<file path="src/rtl/serial_rx_pkg.sv">
package serial_rx_pkg;

   typedef enum logic [2:0] {
      RX_IDLE,
      RX_START,
      RX_DATA,
      RX_PAR,
      RX_STOP
   } rx_state_e;

   typedef struct packed {
      logic perr;
      logic ferr;
      logic brk;
   } rx_flags_t;

endpackage

</file>
<file path="src/rtl/rx_line_select.sv">
module rx_line_select #(
   parameter int SYNC_STAGES = 2
) (
   input  logic clk,
   input  logic rst_n,
   input  logic pin,
   input  logic loop_en,
   input  logic loop_din,
   output logic line_out
);

   logic sel;
   assign sel = loop_en ? loop_din : pin;

   generate
      if (SYNC_STAGES == 0) begin : g_direct
         assign line_out = sel;
      end else begin : g_sync
         logic [SYNC_STAGES-1:0] sr;
         always_ff @(posedge clk or negedge rst_n) begin
            if (!rst_n) begin
               sr <= '1;
            end else begin
               sr[0] <= sel;
               for (int i = 1; i < SYNC_STAGES; i++) sr[i] <= sr[i-1];
            end
         end
         assign line_out = sr[SYNC_STAGES-1];
      end
   endgenerate

endmodule

</file>
<file path="src/rtl/rx_bit_engine.sv">
module rx_bit_engine
   import serial_rx_pkg::*;
#(
   parameter int OVS      = 16,
   parameter int MAX_BITS = 8,
   parameter int MIN_BITS = 5,
   parameter int LEN_W    = 2
) (
   input  logic                clk,
   input  logic                rst_n,
   input  logic                tick,
   input  logic                line,
   input  logic [LEN_W-1:0]    char_len,
   input  logic                par_en,
   input  logic                par_odd,
   output logic                done,
   output logic [MAX_BITS-1:0] word,
   output rx_flags_t           flags
);

   localparam int CNT_W = $clog2(OVS);
   localparam int IDX_W = $clog2(MAX_BITS + 1);
   localparam logic [CNT_W-1:0] MID  = CNT_W'(OVS / 2 - 1);
   localparam logic [CNT_W-1:0] LAST = CNT_W'(OVS - 1);

   rx_state_e            state;
   logic [CNT_W-1:0]     cnt;
   logic [IDX_W-1:0]     idx;
   logic [MAX_BITS-1:0]  shreg;
   logic                 par_acc;
   logic                 all_low;
   logic [LEN_W-1:0]     lat_len;
   logic                 lat_pen;
   logic [IDX_W-1:0]     nbits;

   assign nbits = IDX_W'(MIN_BITS) + IDX_W'(lat_len);

   always_ff @(posedge clk or negedge rst_n) begin
      if (!rst_n) begin
         state   <= RX_IDLE;
         cnt     <= '0;
         idx     <= '0;
         shreg   <= '0;
         par_acc <= 1'b0;
         all_low <= 1'b0;
         lat_len <= '0;
         lat_pen <= 1'b0;
         done    <= 1'b0;
         word    <= '0;
         flags   <= '0;
      end else begin
         done <= 1'b0;
         if (tick) begin
            case (state)
               RX_IDLE: begin
                  if (!line) begin
                     state   <= RX_START;
                     cnt     <= '0;
                     lat_len <= char_len;
                     lat_pen <= par_en;
                     par_acc <= par_odd;
                  end
               end
               RX_START: begin
                  if (cnt == MID) begin
                     cnt <= '0;
                     if (!line) begin
                        state   <= RX_DATA;
                        idx     <= '0;
                        shreg   <= '0;
                        all_low <= 1'b1;
                     end else begin
                        state <= RX_IDLE;
                     end
                  end else begin
                     cnt <= cnt + 1'b1;
                  end
               end
               RX_DATA: begin
                  if (cnt == LAST) begin
                     cnt     <= '0;
                     shreg   <= {line, shreg[MAX_BITS-1:1]};
                     par_acc <= par_acc ^ line;
                     all_low <= all_low & ~line;
                     if (idx == nbits - 1'b1) begin
                        state <= lat_pen ? RX_PAR : RX_STOP;
                     end else begin
                        idx <= idx + 1'b1;
                     end
                  end else begin
                     cnt <= cnt + 1'b1;
                  end
               end
               RX_PAR: begin
                  if (cnt == LAST) begin
                     cnt     <= '0;
                     par_acc <= par_acc ^ line;
                     all_low <= all_low & ~line;
                     state   <= RX_STOP;
                  end else begin
                     cnt <= cnt + 1'b1;
                  end
               end
               RX_STOP: begin
                  if (cnt == LAST) begin
                     cnt        <= '0;
                     state      <= RX_IDLE;
                     done       <= 1'b1;
                     word       <= shreg >> (IDX_W'(MAX_BITS) - nbits);
                     flags.perr <= lat_pen & par_acc;
                     flags.ferr <= ~line;
                     flags.brk  <= all_low & ~line;
                  end else begin
                     cnt <= cnt + 1'b1;
                  end
               end
               default: state <= RX_IDLE;
            endcase
         end
      end
   end

endmodule

</file>
<file path="src/rtl/rx_holding_buffer.sv">
module rx_holding_buffer
   import serial_rx_pkg::*;
#(
   parameter int MAX_BITS = 8
) (
   input  logic                clk,
   input  logic                rst_n,
   input  logic                done,
   input  logic [MAX_BITS-1:0] word,
   input  rx_flags_t           flags_in,
   input  logic                rd,
   output logic [MAX_BITS-1:0] data,
   output logic                ready,
   output rx_flags_t           flags,
   output logic                ovr
);

   always_ff @(posedge clk or negedge rst_n) begin
      if (!rst_n) begin
         data  <= '0;
         ready <= 1'b0;
         flags <= '0;
         ovr   <= 1'b0;
      end else if (done) begin
         data  <= word;
         ready <= 1'b1;
         flags <= flags_in;
         ovr   <= rd ? 1'b0 : (ovr | ready);
      end else if (rd) begin
         ready <= 1'b0;
         flags <= '0;
         ovr   <= 1'b0;
      end
   end

endmodule

</file>
<file path="src/rtl/serial_char_receiver.sv">
module serial_char_receiver
   import serial_rx_pkg::*;
#(
   parameter int OVS         = 16,
   parameter int MAX_BITS    = 8,
   parameter int MIN_BITS    = 5,
   parameter int LEN_W       = 2,
   parameter int SYNC_STAGES = 2
) (
   input  logic                clk,
   input  logic                rst_n,
   input  logic                tick16,
   input  logic                rx_pin,
   input  logic                loop_en,
   input  logic                loop_din,
   input  logic [LEN_W-1:0]    char_len,
   input  logic                par_en,
   input  logic                par_odd,
   input  logic                rd_strobe,
   output logic [MAX_BITS-1:0] rx_data,
   output logic                data_ready,
   output logic                parity_err,
   output logic                frame_err,
   output logic                break_det,
   output logic                overrun
);

   generate
      if (OVS < 4 || (OVS % 2) != 0) begin : g_bad_ovs
         $error("OVS must be even and at least 4");
      end
      if (MIN_BITS + (1 << LEN_W) - 1 != MAX_BITS) begin : g_bad_len
         $error("length code range must end at MAX_BITS");
      end
      if (SYNC_STAGES < 0) begin : g_bad_sync
         $error("SYNC_STAGES must not be negative");
      end
   endgenerate

   logic                line;
   logic                eng_done;
   logic [MAX_BITS-1:0] eng_word;
   rx_flags_t           eng_flags;
   rx_flags_t           buf_flags;

   rx_line_select #(.SYNC_STAGES(SYNC_STAGES)) u_line (
      .clk      (clk),
      .rst_n    (rst_n),
      .pin      (rx_pin),
      .loop_en  (loop_en),
      .loop_din (loop_din),
      .line_out (line)
   );

   rx_bit_engine #(
      .OVS(OVS), .MAX_BITS(MAX_BITS), .MIN_BITS(MIN_BITS), .LEN_W(LEN_W)
   ) u_engine (
      .clk      (clk),
      .rst_n    (rst_n),
      .tick     (tick16),
      .line     (line),
      .char_len (char_len),
      .par_en   (par_en),
      .par_odd  (par_odd),
      .done     (eng_done),
      .word     (eng_word),
      .flags    (eng_flags)
   );

   rx_holding_buffer #(.MAX_BITS(MAX_BITS)) u_buf (
      .clk      (clk),
      .rst_n    (rst_n),
      .done     (eng_done),
      .word     (eng_word),
      .flags_in (eng_flags),
      .rd       (rd_strobe),
      .data     (rx_data),
      .ready    (data_ready),
      .flags    (buf_flags),
      .ovr      (overrun)
   );

   assign parity_err = buf_flags.perr;
   assign frame_err  = buf_flags.ferr;
   assign break_det  = buf_flags.brk;

endmodule

</file>
<file path="config.mk">
export PLATFORM = sky130hd
export DESIGN_NAME = serial_char_receiver
export DESIGN_NICKNAME = d
export VERILOG_FILES = /design/src/rtl/serial_rx_pkg.sv /design/src/rtl/rx_line_select.sv /design/src/rtl/rx_bit_engine.sv /design/src/rtl/rx_holding_buffer.sv /design/src/rtl/serial_char_receiver.sv
export SDC_FILE = /design/constraint.sdc
export NUM_CORES = 1
export LEC_CHECK = 0
export ABC_CLOCK_PERIOD_IN_PS = 2200
export BUFFER_PORTS_ARGS = -buffer_cell sky130_fd_sc_hd__buf_4
export CAP_MARGIN = 10
export CORE_MARGIN = 2
export CORE_UTILIZATION = 30
export CTS_BUF_LIST = sky130_fd_sc_hd__clkbuf_8 sky130_fd_sc_hd__clkbuf_16
export CTS_CLUSTER_DIAMETER = 50
export DETAILED_ROUTE_END_ITERATION = 6
export PLACE_DENSITY_LB_ADDON = 0.2
export RECOVER_POWER = 25
export SLEW_MARGIN = 0
export SYNTH_ARGS = -nofsm -noshare
export SYNTH_HDL_FRONTEND = slang
export SYNTH_SLANG_ARGS = --single-unit
</file>
<file path="constraint.sdc">
create_clock -name clk -period 2.2 [get_ports clk]
set_input_delay 0.33 -clock clk [delete_from_list [all_inputs] [get_ports clk]]
set_output_delay 0.33 -clock clk [all_outputs]
set_load 0.02 [all_outputs]
</file>
## Yosys cells after proc, flatten, opt, wreduce, memory -nomap -nowiden

Cells that the tools add are included.

| word-level totals | value |
|---|---|
| bits of input ports | 11 |
| logic and storage cells | 101 |
| register bits | 51 |

| operators by class | value |
|---|---|
| reduce and logical (&&, ||, !) cells | 16 |
| add/sub/neg operators | 5 |
| shift-type cells | 1 |
| muxes and demuxes | 38 |
| equal/unequal tests | 16 |
| bitwise operators | 5 |

Operators with widths:

| kind | number |
|---|---|
| 3-bit 2-to-1 mux | 9 |
| 4-bit 2-to-1 mux | 6 |
| 8-bit 2-to-1 mux | 3 |
| 8-bit case mux with 2 select lines | 1 |
| 3-bit case mux with 5 select lines | 1 |
| 1-bit 2-to-1 mux | 13 |
| 2-bit by 1-bit inequality test with 1-bit output, second input constant | 6 |
| 4-bit case mux with 3 select lines | 1 |
| 5-bit AND reduction | 2 |
| 3-bit AND reduction | 3 |
| 4-bit by 1-bit adder with 4-bit output, second input constant | 2 |
| 4-bit case mux with 2 select lines | 1 |
| 2-bit nonzero test | 4 |
| 8-bit by 4-bit right shift with 8-bit output | 1 |
| 7-bit AND reduction | 1 |
| 3-bit by 2-bit equality test with 1-bit output, second input constant | 2 |
| 2-bit inequality test, second input constant | 3 |
| 6-bit AND reduction | 1 |
| 3-bit by 2-bit adder with 4-bit output, first input constant | 1 |
| 4-bit by 3-bit equality test with 1-bit output, second input constant | 1 |
| 4-bit equality test | 1 |
| 4-bit equality test, second input constant | 1 |
| 1-bit case mux with 2 select lines | 2 |
| 4-bit AND reduction | 1 |
| 13 further kinds | 14 |

## Longest topological paths before layout

| depth | value |
|---|---|
| depth in word-level cells | 6 |
| mapped depth | 7 |
| mapped depth without buffers | 6 |

## Modules after synthesis

A second synthesis with hierarchy kept.

| second synthesis, totals | value |
|---|---|
| cell total of the unflattened synthesis | 205 |
| area, all modules | 2511.2 µm² |

Modules (own cells, without submodules):

| module | instances | sequential area each (µm²) | cells each | area each (µm²) |
|---|---|---|---|---|
| rx_bit_engine | 1 | 900.9 | 172 | 1943.1 |
| rx_holding_buffer | 1 | 325.3 | 30 | 500.5 |
| rx_line_select | 1 | 52.6 | 3 | 67.6 |

## Least setup slack after synthesis

No wires, ideal clock.

| timing | value |
|---|---|
| path kind | register -> register |
| start point | reg u_engine.lat_len[0] |
| end point | reg u_engine.state[0] |
| data required time | 2.075 ns |
| arrival | 1.943 ns |
| library setup time | 0.125 ns |
| period minus slack after synthesis | 2.068 ns |
| cell stages (with the launch flop) | 8 |
| buffers on the path | 1 |
| setup slack | 0.132 ns |
| cell sequence | dfrtp_1 ha_1 buf_2 xnor2_1 mux2i_1 and3_1 o211ai_1 mux2_2 |

| on the way | value |
|---|---|
| cells in the longest elaborated chain, start to end | 5 |

RTL lines:

| item | line | text |
|---|---|---|
| start, declared | rx_bit_engine.sv:32 | `logic [LEN_W-1:0] lat_len;` |
| start signal, assigned | rx_bit_engine.sv:59 | `lat_len <= char_len;` |
| 3-bit by 2-bit adder with 4-bit output | rx_bit_engine.sv:36 | `assign nbits = IDX_W'(MIN_BITS) + IDX_W'(lat_len);` |
| 4-bit by 1-bit subtractor with 4-bit output | rx_bit_engine.sv:85 | `if (idx == nbits - 1'b1) begin` |
| 4-bit equality test | rx_bit_engine.sv:85 |  |
| 2-bit by 1-bit inequality test with 1-bit output (no line) | -- |  |
| 7-bit AND reduction (no line) | -- |  |
| end signal, assigned | rx_bit_engine.sv:86 | `state <= lat_pen ? RX_PAR : RX_STOP;` |
| end, declared | rx_bit_engine.sv:26 | `rx_state_e state;` |

Every way passes these cells.
A chain may end at the register's enable or synchronous reset.

## Final worst setup path

Ends and elaborated chain as after synthesis.

==> metrics.md <==
| Metric | Value |
|---|---|
| Site Rows | `33` |
| Drt total wl | `4840 um` |
| Mapped Nets | `258` |
| Seq cells post-synth | `51` |
| Sw Pwr | `1.01 mW` |
| Ports | `24` |
| Filler cells | `831` |
| Post-CTS resize count | `0` |
| Vias in the first global route | `1764` |
| TritonCTS clock tree | `built` |
| Clock-pin slew on the worst setup and hold paths | `100 ps` |
| Die area | `0.00917 sq mm` |
| Worst hold path class | `in -> reg` |
| Startpoint Class | `flip-flop` |
| Clk sinks | `51` |
| Num CTS Buffers | `5` |
| Hold buffers post-CTS | `0` |
| First-pass DRT Iterations | `4` |
| Relative slew margins | `14.2%` |
| Worst-Skew Late Latency | `300 ps` |
| Pins Over Slew Limit | `0` |
| Fin Clk Skew | `7.04 ps` |
| Iteration-0 DRC count of the detailed router | `84` |
| Global route overflow | `0` |
| CTS root buffer | `clkbuf_8` |
| Sequential share of power | `40.2%` |
| Worst EP arrival | `2290 ps` |
| Crit path capture type | `flip-flop` |
| Post-DP Area | `0.00286 sq mm` |
| Switching share of total power | `35.1%` |
| Die H | `95.8 um` |
| Most frequent cells in the layout | `dfrtp_1 (49), nand2_1 (47), buf_4 (34)` |
| RSZ-0062 raised after global routing | `false` |
| Clock share of power | `21.1%` |
| Port bufs | `23` |
| Fin crit period | `2090 ps` |
| Final period utilization | `95.1%` |
| Global-route wire length before repair | `8370 um` |
| Status | `finished clean` |
| DRC viols | `0` |
| P_leak | `1.34 nW` |
| Gp weighted congestion | `0.812` |
| DP HPWL | `3430 um` |
| Final non-filler cell area | `0.00297 sq mm` |
| Worst vdd rail ir drop | `0.379 mV` |
| Initial antenna violation count | `0` |
| Max FO, Critical Path | `5` |
| CP Class | `reg -> reg` |
| Commonest non-fill, non-tap cell in the layout | `dfrtp_1` |
| Unique masters post-synth | `43` |
| Logic gate share of total power | `38.7%` |
| Final ANT Viol Nets | `0` |
| Setup violators final | `0` |
| Layout area overhead | `17.3%` |
| Vias per cell | `4.86` |
| Asr flop ratio synth | `100%` |
| Overall Global Routing Usage | `11.6%` |
| Pin count of the biggest net entering global routing | `52` |
| Mapped cell area | `0.00253 sq mm` |
| GR Layer Usage met1 | `15.6%` |
| Met2 Resource Use GR | `18.7%` |
| GR Util met3 | `2.43%` |
| H-tree Lvls | `2` |
| Share of cells above drive strength 1 | `26.4%` |
| Min Hold Slack | `192 ps` |
| Die W | `95.8 um` |
| Max-Cap Viols | `0` |
| Total Nets Final | `287` |
| Syn_area_per_cell | `10.4 sq um` |
| Avg WL per Cell | `12.8 um` |
| Post-synthesis sequential area ratio | `50.6%` |
| Core Region | `0.00818 sq mm` |
| Post-synth EDFFs | `0` |
| Initial Util | `30.9%` |
| Antenna diode instance count | `0` |
| Mapped Cells | `243` |
| Main flop type after synthesis | `dfrtp_1` |
| Final Power | `2.89 mW` |
| Setup_tns | `0 ps` |
| Routed vias | `1838` |
| Busiest layer in global routing | `met2` |
| Max clock buf depth | `2` |
| Achievable clock frequency | `0.478 GHz` |
| Worst slew pin tran | `1290 ps` |
| PwrDens | `974 mW/mm^2` |
| Internal power | `1.88 mW` |
| Final Hold Vio Count | `0` |
| YS warnings | `0` |
| Worst Path Required | `2400 ps` |
==> timing repair <==
item | in CTS | in global routing
setup buffers | 0 | 1
setup endpoints to repair | 0 | 2
endpoints found under the hold margin | 0 | 0
==> worst paths after layout <==
| path | start | end | slack, ps | cells after the start |
|---|---|---|---|---|
| setup / recovery | u_engine.lat_len[0] | u_engine.state[0] | 110 | 6 |
| hold / removal | rd_strobe | u_buf.ovr | 190 | 2 |
| setup reg to reg | u_engine.lat_len[0] | u_engine.state[0] | 110 | 6 |
| hold reg to reg | u_line.g_sync.sr[0] | u_line.g_sync.sr[1] | 370 | 0 |
| max in group asynchronous | rst_n | u_engine.word[3] | 1130 | 1 |
| min in group asynchronous | rst_n | u_engine.cnt[0] | 280 | 1 |
==> state kept, by name, summed over array words and instances (netlist names), 3 cells and up <==
register and count:
u_engine.idx 4, u_engine.shreg 8, u_engine.flags 3, u_buf.flags 3, u_buf.data 8, u_engine.cnt 4
u_engine.word 8, u_engine.state 3
==> cells by family after synthesis <==
| kind of cell | count (synthesis) | share of synthesized area (%) |
|---|---|---|
| adder cells (fa/ha/maj) | 4 | 1.98 |
| XOR/XNOR | 3 | 1.34 |
| multiplexers | 21 | 11.5 |
| AND/OR/NAND/NOR | 88 | 16.3 |
| AO/OA/AOI/OAI | 56 | 14.8 |
| flip-flops | 51 | 50.6 |
| buffers and inverters | 20 | 3.47 |
==> layer usage <==
| metal | wire [um] | up-vias |
|---|---|---|
| li1 | - | 921 |
| met2 | 2130 | 28 |
| met1 | 2500 | 884 |
| met3 | 132 | 5 |
| met5 | 0 | - |
| met4 | 68 | 0 |
==> synthesized netlist by cell type (2+ instances only) <==
cell | instances | area share, %
and3_1 | 3 | 0.74
a211o_1 | 2 | 0.69
mux4_2 | 5 | 4.5
nand4_1 | 3 | 0.74
o21a_1 | 2 | 0.59
dfstp_2 | 2 | 2.1
nor2b_1 | 4 | 0.99
ha_1 | 4 | 2.0
buf_2 | 4 | 0.79
dfrtp_1 | 49 | 49
clkbuf_1 | 9 | 1.3
nor2_1 | 9 | 1.3
nor3_1 | 5 | 0.99
a21oi_1 | 7 | 1.4
or2_2 | 4 | 0.99
inv_1 | 6 | 0.89
o31ai_1 | 3 | 0.89
nand3_1 | 5 | 0.99
o211ai_1 | 2 | 0.59
o21ai_0 | 21 | 4.2
a21o_1 | 3 | 0.89
a22o_1 | 8 | 2.8
nand2b_1 | 3 | 0.74
mux2_2 | 15 | 6.7
nand2_1 | 47 | 7.0
==> power by group through the flow <==
stage          Combinational, mW  Clock, mW  Sequential, mW
6_report                    1.12      0.609            1.16
3_3_place_gp                1.10          0            1.18
5_1_grt                     1.26      0.671            1.19
4_1_cts                     1.12      0.638            1.16
3_5_place_dp                1.12          0            1.18
2_1_floorplan              0.833          0            1.12
==> cell type report <==
cell class	instances	area (sq um)	area share [%]
clock buffers	7	96.3	3.25
clock inverters	1	7.51	0.253
inverters	6	22.5	0.759
multi-input cells	172	1160	39.2
flip-flops and latches	51	1280	43.1
well taps	105	131	4.43
repair buffers	36	268	9.03
==> metrics by stage <==
stage / util, % / setup slack [ps] / cells
after global placement: 34.9 / 194 / 369
after CTS: 36.2 / 81.8 / 377
after detailed placement: 34.9 / 95.5 / 369
after global routing: 36.3 / 10.3 / 378
after floorplan: - / 132 / 243
final: 36.3 / 107 / 378
==> critical path, stage by stage (launching register included) <==
cell and delay, ps:
dfrtp_1 430, ha_1 350, xnor2_1 180, mux2i_1 290
and3_1 270, o211ai_1 160, mux2_2 310
(Power assumes the default switching activity.)
